[config.mk]
export PLATFORM = sky130hd
export DESIGN_NAME = prg_bank_mapper
export DESIGN_NICKNAME = d
export VERILOG_FILES = /design/src/rtl/prg_map_pkg.sv /design/src/rtl/prg_bank_regs.sv /design/src/rtl/prg_bank_xlate.sv /design/src/rtl/prg_bank_mapper.sv
export SDC_FILE = /design/constraint.sdc
export NUM_CORES = 1
export LEC_CHECK = 0
export BUFFER_PORTS_ARGS = -buffer_cell sky130_fd_sc_hd__buf_2
export CELL_PAD_IN_SITES_DETAIL_PLACEMENT = 1
export CELL_PAD_IN_SITES_GLOBAL_PLACEMENT = 1
export CORE_ASPECT_RATIO = 0.9
export CORE_MARGIN = 3
export CORE_UTILIZATION = 36
export CTS_CLUSTER_SIZE = 10
export DETAILED_ROUTE_END_ITERATION = 8
export GPL_TIMING_DRIVEN = 0
export PLACE_DENSITY = 0.88
export RECOVER_POWER = 100
export SLEW_MARGIN = 30
export SYNTH_ARGS = -nofsm -noshare
export SYNTH_HDL_FRONTEND = slang
export SYNTH_SLANG_ARGS = --single-unit
[constraint.sdc]
create_clock -name clk -period 1.5 [get_ports clk]
set_clock_uncertainty 0.05 [all_clocks]
set_input_delay 0.225 -clock clk [delete_from_list [all_inputs] [get_ports clk]]
set_output_delay 0.225 -clock clk [all_outputs]
set_load 0.005 [all_outputs]
[src/rtl/prg_map_pkg.sv]
package prg_map_pkg;
  localparam int BANK_REG_W = 7;
  localparam int NUM_BANK_REGS = 4;
  localparam int IDX_W = BANK_REG_W + 2;

  typedef logic [BANK_REG_W-1:0] bank_t;
  typedef logic [NUM_BANK_REGS-1:0][BANK_REG_W-1:0] bank_set_t;

  // Mirror a bank number end for end; the centre bit keeps its place.
  function automatic bank_t mirror_bank(bank_t v);
    bank_t r;
    for (int i = 0; i < BANK_REG_W; i++) r[i] = v[BANK_REG_W-1-i];
    return r;
  endfunction
endpackage

[src/rtl/prg_bank_regs.sv]
module prg_bank_regs
  import prg_map_pkg::*;
(
  input  logic        clk,
  input  logic        rst_n,
  input  logic        wr_en,
  input  logic [15:0] wr_addr,
  input  logic [7:0]  wr_data,
  output bank_set_t   bank_q,
  output logic [2:0]  mode_q,
  output logic        lowen_q
);
  logic [15:0] masked;
  logic        bank_hit;
  logic        ctrl_hit;

  always_comb begin
    masked   = wr_addr & 16'hF007;
    bank_hit = wr_en && (masked[15:3] == 13'h1000);
    ctrl_hit = wr_en && (masked == 16'hD000);
  end

  for (genvar k = 0; k < NUM_BANK_REGS; k++) begin : g_bank
    logic  ce;
    bank_t nxt;
    always_comb begin
      ce  = bank_hit && (wr_addr[1:0] == 2'(k));
      nxt = ce ? wr_data[BANK_REG_W-1:0] : bank_q[k];
    end
    always_ff @(posedge clk or negedge rst_n) begin
      if (!rst_n) bank_q[k] <= BANK_REG_W'(k);
      else        bank_q[k] <= nxt;
    end
  end

  logic [2:0] mode_nxt;
  logic       lowen_nxt;

  always_comb begin
    mode_nxt  = ctrl_hit ? wr_data[2:0] : mode_q;
    lowen_nxt = ctrl_hit ? wr_data[7]   : lowen_q;
  end

  always_ff @(posedge clk or negedge rst_n) begin
    if (!rst_n) begin
      mode_q  <= 3'd0;
      lowen_q <= 1'b0;
    end else begin
      mode_q  <= mode_nxt;
      lowen_q <= lowen_nxt;
    end
  end
endmodule

[src/rtl/prg_bank_xlate.sv]
module prg_bank_xlate
  import prg_map_pkg::*;
#(
  parameter int ROM_ADDR_W = 19
) (
  input  logic [15:0]           cpu_addr,
  input  bank_set_t             bank_q,
  input  logic [2:0]            mode_q,
  input  logic                  lowen_q,
  output logic [ROM_ADDR_W-1:0] rom_addr,
  output logic                  rom_sel
);
  localparam int BANK_W = ROM_ADDR_W - 13;

  bank_t            r0, r1, r2, r3;
  logic [1:0]       layout;
  logic             use_reg_top;
  logic             in_low, in_high;
  logic [IDX_W-1:0] idx;

  always_comb begin
    layout      = mode_q[1:0];
    use_reg_top = mode_q[2];
    if (layout == 2'd3) begin
      r0 = mirror_bank(bank_q[0]);
      r1 = mirror_bank(bank_q[1]);
      r2 = mirror_bank(bank_q[2]);
      r3 = mirror_bank(bank_q[3]);
    end else begin
      r0 = bank_q[0];
      r1 = bank_q[1];
      r2 = bank_q[2];
      r3 = bank_q[3];
    end
    in_low  = (cpu_addr[15:13] == 3'b011);
    in_high = cpu_addr[15];
  end

  always_comb begin
    idx = '0;
    if (in_low) begin
      unique case (layout)
        2'd0:    idx = {r3, 2'b11};
        2'd1:    idx = {1'b0, r3, 1'b1};
        default: idx = {2'b00, r3};
      endcase
    end else begin
      unique case (layout)
        2'd0: idx = use_reg_top ? {r3, cpu_addr[14:13]}
                                : {{(IDX_W-2){1'b1}}, cpu_addr[14:13]};
        2'd1: begin
          if (!cpu_addr[14])   idx = {1'b0, r1, cpu_addr[13]};
          else if (use_reg_top) idx = {1'b0, r3, cpu_addr[13]};
          else                 idx = {{(IDX_W-1){1'b1}}, cpu_addr[13]};
        end
        default: begin
          unique case (cpu_addr[14:13])
            2'd0:    idx = {2'b00, r0};
            2'd1:    idx = {2'b00, r1};
            2'd2:    idx = {2'b00, r2};
            default: idx = use_reg_top ? {2'b00, r3} : {IDX_W{1'b1}};
          endcase
        end
      endcase
    end
  end

  always_comb begin
    rom_sel  = in_high || (in_low && lowen_q);
    rom_addr = rom_sel ? {idx[BANK_W-1:0], cpu_addr[12:0]} : '0;
  end
endmodule

[src/rtl/prg_bank_mapper.sv]
module prg_bank_mapper
  import prg_map_pkg::*;
#(
  parameter int ROM_ADDR_W = 19  // 15..22: at least one 32 KB bank
) (
  input  logic                  clk,
  input  logic                  rst_n,
  input  logic                  wr_en,
  input  logic [15:0]           wr_addr,
  input  logic [7:0]            wr_data,
  input  logic [15:0]           cpu_addr,
  output logic [ROM_ADDR_W-1:0] rom_addr,
  output logic                  rom_sel
);
  logic [1:0] rst_pipe;
  logic       rst_sync_n;

  always_ff @(posedge clk or negedge rst_n) begin
    if (!rst_n) rst_pipe <= 2'b00;
    else        rst_pipe <= {rst_pipe[0], 1'b1};
  end
  assign rst_sync_n = rst_pipe[1];

  bank_set_t  bank_q;
  logic [2:0] mode_q;
  logic       lowen_q;

  prg_bank_regs u_regs (
    .clk     (clk),
    .rst_n   (rst_sync_n),
    .wr_en   (wr_en),
    .wr_addr (wr_addr),
    .wr_data (wr_data),
    .bank_q  (bank_q),
    .mode_q  (mode_q),
    .lowen_q (lowen_q)
  );

  prg_bank_xlate #(.ROM_ADDR_W(ROM_ADDR_W)) u_xlate (
    .cpu_addr (cpu_addr),
    .bank_q   (bank_q),
    .mode_q   (mode_q),
    .lowen_q  (lowen_q),
    .rom_addr (rom_addr),
    .rom_sel  (rom_sel)
  );
endmodule

==> tab_implementation.tex <==
\begin{tabular}{lr}
\hline
Metric & Value \\
\hline
\multicolumn{2}{l}{\textbf{Floorplanning}} \\
\quad Number of top-level design ports & 63 \\
\quad Area of the die & about 0.007 mm2 \\
\quad Initial cell density of the core & between 30\% and 40\% \\
\quad Core region area & 0.00582 mm2 \\
\quad Die height & 80.5 um \\
\quad Chip Width & 88.7 um \\
\quad \# rows & 26 \\
\multicolumn{2}{l}{\textbf{Placed design}} \\
\quad Gp weighted congestion & 0.938 \\
\quad Total half-perimeter wirelength after legalization and detailed placement & 4910 um \\
\quad Number of buffers added on ports & 53 \\
\quad Place WS & -0.546 ns \\
\multicolumn{2}{l}{\textbf{Worst setup path}} \\
\quad Data arrival time of the critical path & about 1.9 ns \\
\quad Cell Chain, Critical Path & buf\_6 > buf\_12 > buf\_12 > mux2i\_1 > a311oi\_1 > a31o\_1 > buf\_2 \\
\quad Kind of cell adding the most delay to the critical path & compound AO/OA/AOI/OAI gates \\
\quad Worst path buffer plus inverter count & 4 \\
\quad Worst Path Class, Setup & register to output port \\
\quad Crit start category & register \\
\quad Kind of end point of the critical path & output port \\
\quad Largest fanout of any net on the critical path & 9 \\
\quad Data required time of the worst path & around 1.2 ns \\
\quad Delay of the slowest critical-path stage & between 0.3 and 0.4 ns \\
\quad Reg2reg start & u\_regs.mode\_q[0] \\
\quad Critical Path Start & u\_regs.mode\_q[0] \\
\quad Most Frequent Cell on Critical Path & sky130\_fd\_sc\_hd\_\_buf\_12 \\
\quad Slowest library cell on the worst path & sky130\_fd\_sc\_hd\_\_dfrtp\_1 \\
\multicolumn{2}{l}{\textbf{STA}} \\
\quad RSZ-0062 raised after global routing & yes \\
\quad Setup violators final & 20 \\
\quad Worst-Margin Slew & 0.697 ns \\
\quad Setup TNS & -5.55 ns \\
\quad Worst rel slew slack & a little over half \\
\quad Portion of the clock cycle consumed by the worst path in the final layout & 145\% \\
\quad Hold slack & roughly 0.15 ns \\
\quad Crit path setup slack, layout & -0.679 ns \\
\quad Time the final worst path needs with I/O delays and setup & 2.18 ns \\
\quad Fmax & about 460 MHz \\
\quad Number of max-slew violations in the final report & 0 \\
\quad Number of hold-slack violations in the final timing report & 0 \\
\multicolumn{2}{l}{\textbf{Pwr}} \\
\quad Net switching component of the power & 858 uW \\
\quad Leakage Power & 0.00140 uW \\
\quad Net switching share of the total power & 31.4\% \\
\quad Cell internal pwr & 1880 uW \\
\quad Worst voltage drop across the vdd grid & 0.659 mV \\
\quad Share of total power in sequential cells & 42.6\% \\
\quad Power per standard cell area & 887 mW/mm2 \\
\quad Proportion of power drawn by the clock network & 26.1\% \\
\quad Fraction of power consumed by combinational cells & 31.3\% \\
\quad Overall power consumption & $\sim$2700 uW \\
\multicolumn{2}{l}{\textbf{Detailed routing}} \\
\quad Wirelength per Cell & $\sim$22 um \\
\quad Highest metal layer used by the detailed router & met4 \\
\quad Met2 Wirelength & roughly 3800 um \\
\quad Wire length on met3 & 492 um \\
\quad Total vias in the final route & roughly 2.1k \\
\quad DRC violation total after the first TritonRoute iteration & $\sim$140 \\
\quad Number of routed nets with antenna violations & 0 \\
\quad DRC violation count after routing & 0 \\
\quad Via/cell ratio & a little under 6 \\
\quad Count of TritonRoute iterations in the first routing pass & 4 \\
\quad Final WL & 7730 um \\
\quad Metal1 wirelength & 3240 um \\
\multicolumn{2}{l}{\textbf{Global route}} \\
\quad Number of antenna violations at the first check in global routing & 0 \\
\quad Pin count of the biggest net entering global routing & 33 \\
\quad Overall routing resource usage & between 20\% and 30\% \\
\quad Global-route wire length before repair & 11500 um \\
\quad Number of global-route vias before repair & roughly 2.2k \\
\quad Overflow left after global routing & 0 \\
\multicolumn{2}{l}{\textbf{Final layout}} \\
\quad Area used by multi-input combinational logic & 0.00144 mm2 \\
\quad Number of fillers in the final layout & between 600 and 700 \\
\quad Total number of nets in the final design & 330 \\
\quad Synthesis-to-finish area growth & 39.0\% \\
\quad Number of diodes added for antenna fixing & 0 \\
\quad Area occupied by registers & 857 um2 \\
\quad Commonest cells after routing, fill and taps aside & sky130\_fd\_sc\_hd\_\_buf\_2 (53), sky130\_fd\_sc\_hd\_\_mux2\_2 (33), sky130\_fd\_sc\_hd\_\_dfrtp\_1 (29) \\
\quad Share of cells above drive strength 1 & between 50\% and 60\% \\
\quad Final core utilization & 52.9\% \\
\quad Most common cell after layout, fill and taps aside & sky130\_fd\_sc\_hd\_\_buf\_2 \\
\multicolumn{2}{l}{\textbf{Flow run}} \\
\quad Number of violations of the max-capacitance limit & 0 \\
\multicolumn{2}{l}{\textbf{Synthesis}} \\
\quad Prevailing post-synth register cell & sky130\_fd\_sc\_hd\_\_dfrtp\_1 \\
\quad Part of the Yosys area used for sequential elements & roughly two fifths \\
\quad Synthesized area divided by synthesized cell count & 10.6 um2 \\
\quad Yosys warnings & 0 \\
\quad Flop and latch count out of synthesis & 34 \\
\quad Asr flop ratio synth & 100\% \\
\quad Post-synthesis cell count & 209 \\
\quad Number of flops mapped to enable cells by yosys & 0 \\
\quad Synthesized netlist net count & 252 \\
\quad Count of distinct cell types in the synthesized netlist & 48 \\
\quad Netlist area before placement & $\sim$0.0022 mm2 \\
\multicolumn{2}{l}{\textbf{Clock network}} \\
\quad Number of H-tree levels & 2 \\
\quad Clk slew on worst S/H paths & roughly 0.080 ns \\
\quad Number of buffers on the longest clock path & 2 \\
\quad Number of sinks on the clock net & 34 \\
\quad Clock network latency to the later pin of the worst-skew pair & roughly 0.29 ns \\
\quad Cts bufs inserted & 5 \\
\quad Clock tree from TritonCTS & yes \\
\quad Clock tree root buffer cell & sky130\_fd\_sc\_hd\_\_clkbuf\_8 \\
\multicolumn{2}{l}{\textbf{Run status}} \\
\quad Violated checks & negative setup slack \\
\quad Status & complete, but fails checks \\
\multicolumn{2}{l}{\textbf{Worst hold path}} \\
\quad Path category of the worst min-delay check & input port to register \\
\quad Hold Startpoint & wr\_data[6] \\
\hline
\end{tabular}
==> per-stage QoR <==
stage               area [um2]  cells
detailed placement        2600    332
finish                    3080    358
CTS                       2890    348
floorplan                 2240    209
global route              3080    358
global placement          2600    332
==> cells by family (layout without fill, tap and decap cells) <==
kind of cell / count (synthesis) / in the layout / synth area share [%]
compound gates: 46 / 46 / 15.1
other cells: 1 / 1 / 0.169
xor+xnor: 1 / 1 / 0.395
flops: 34 / 34 / 38.6
buf+inv: 18 / 97 / 4.74
mux: 43 / 43 / 22.5
simple gates: 66 / 66 / 18.5
==> cells in the mapped netlist (4+ instances only) <==
cell type | number | area share (%)
sky130_fd_sc_hd__nand2_1 | 14 | 2.4
sky130_fd_sc_hd__a211oi_1 | 5 | 1.7
sky130_fd_sc_hd__dfrtp_1 | 30 | 34
sky130_fd_sc_hd__dfstp_2 | 4 | 4.7
sky130_fd_sc_hd__o21ai_0 | 7 | 1.6
sky130_fd_sc_hd__buf_4 | 4 | 1.4
sky130_fd_sc_hd__or3b_1 | 4 | 1.6
sky130_fd_sc_hd__a311oi_1 | 4 | 1.6
sky130_fd_sc_hd__buf_2 | 6 | 1.4
sky130_fd_sc_hd__mux2_2 | 35 | 18
sky130_fd_sc_hd__mux2i_1 | 6 | 2.7
sky130_fd_sc_hd__nor2_1 | 7 | 1.2
sky130_fd_sc_hd__nor2b_1 | 16 | 4.5
sky130_fd_sc_hd__a21oi_1 | 7 | 1.6
sky130_fd_sc_hd__nand3b_1 | 5 | 1.7
==> worst register-to-register path, stage by stage, from the launching register on <==
cell,delay [ns]
sky130_fd_sc_hd__dfrtp_1,0.38
sky130_fd_sc_hd__buf_6,0.15
sky130_fd_sc_hd__buf_12,0.13
sky130_fd_sc_hd__buf_12,0.14
sky130_fd_sc_hd__mux2_2,0.26
==> per-layer routing <==
metal | GRT usage (%) | vias up
met1 | 27.0 | 1056
met2 | 36.4 | 87
met3 | 4.10 | 15
li1 | - | 938
met4 | 8.31 | 0
met5 | 0 | -
==> final timing paths <==
path / end / slack (ns) / cells past startpoint
worst max-delay path: rom_addr[18] / -0.68 / 7
worst min-delay path: u_regs.bank_q[20] / 0.15 / 2
worst max register to register: u_regs.mode_q[0] / 0.28 / 4
worst min register to register: u_regs.bank_q[20] / 0.27 / 0
max in group asynchronous: u_regs.bank_q[27] / 0.68 / 0
min in group asynchronous: rst_pipe[0] / 0.19 / 2
==> sequential cells by signal, indices dropped and copies added, names as in the netlist <==
register / cells
u_regs.mode_q: 3
rst_pipe: 2
u_regs.lowen_q: 1
u_regs.bank_q: 28
==> layout make-up <==
type                       instances  share of cell area [%]
timing repair buffer              72                    14.7
inverter                           3                   0.365
buffer                            14                    4.79
clock buffer                       7                    2.80
clock inverter                     1                   0.162
multi-input combinational        157                    46.6
tap                               70                    2.84
sequential                        34                    27.8
==> power by group through the flow <==
stage | sequential [uW] | clock, uW | combinational, uW
6_report | 1170 | 714 | 855
5_1_grt | 1180 | 775 | 922
4_1_cts | 1160 | 720 | 724
3_5_place_dp | 1180 | 0 | 633
3_3_place_gp | 1170 | 0 | 613
2_1_floorplan | 1130 | 0 | 445
==> what timing repair did <==
item / 4_1_cts / 5_1_grt
gates cloned: 1 / 1
pin swaps: 11 / 16
hold buffers: 1 / 0
setup buffers: 6 / 12
resized for setup: 33 / 28
hold endpoints to repair: 2 / 0
endpoints found under the setup margin: 20 / 42
No activity file was read; power rests on OpenSTA's default activity.
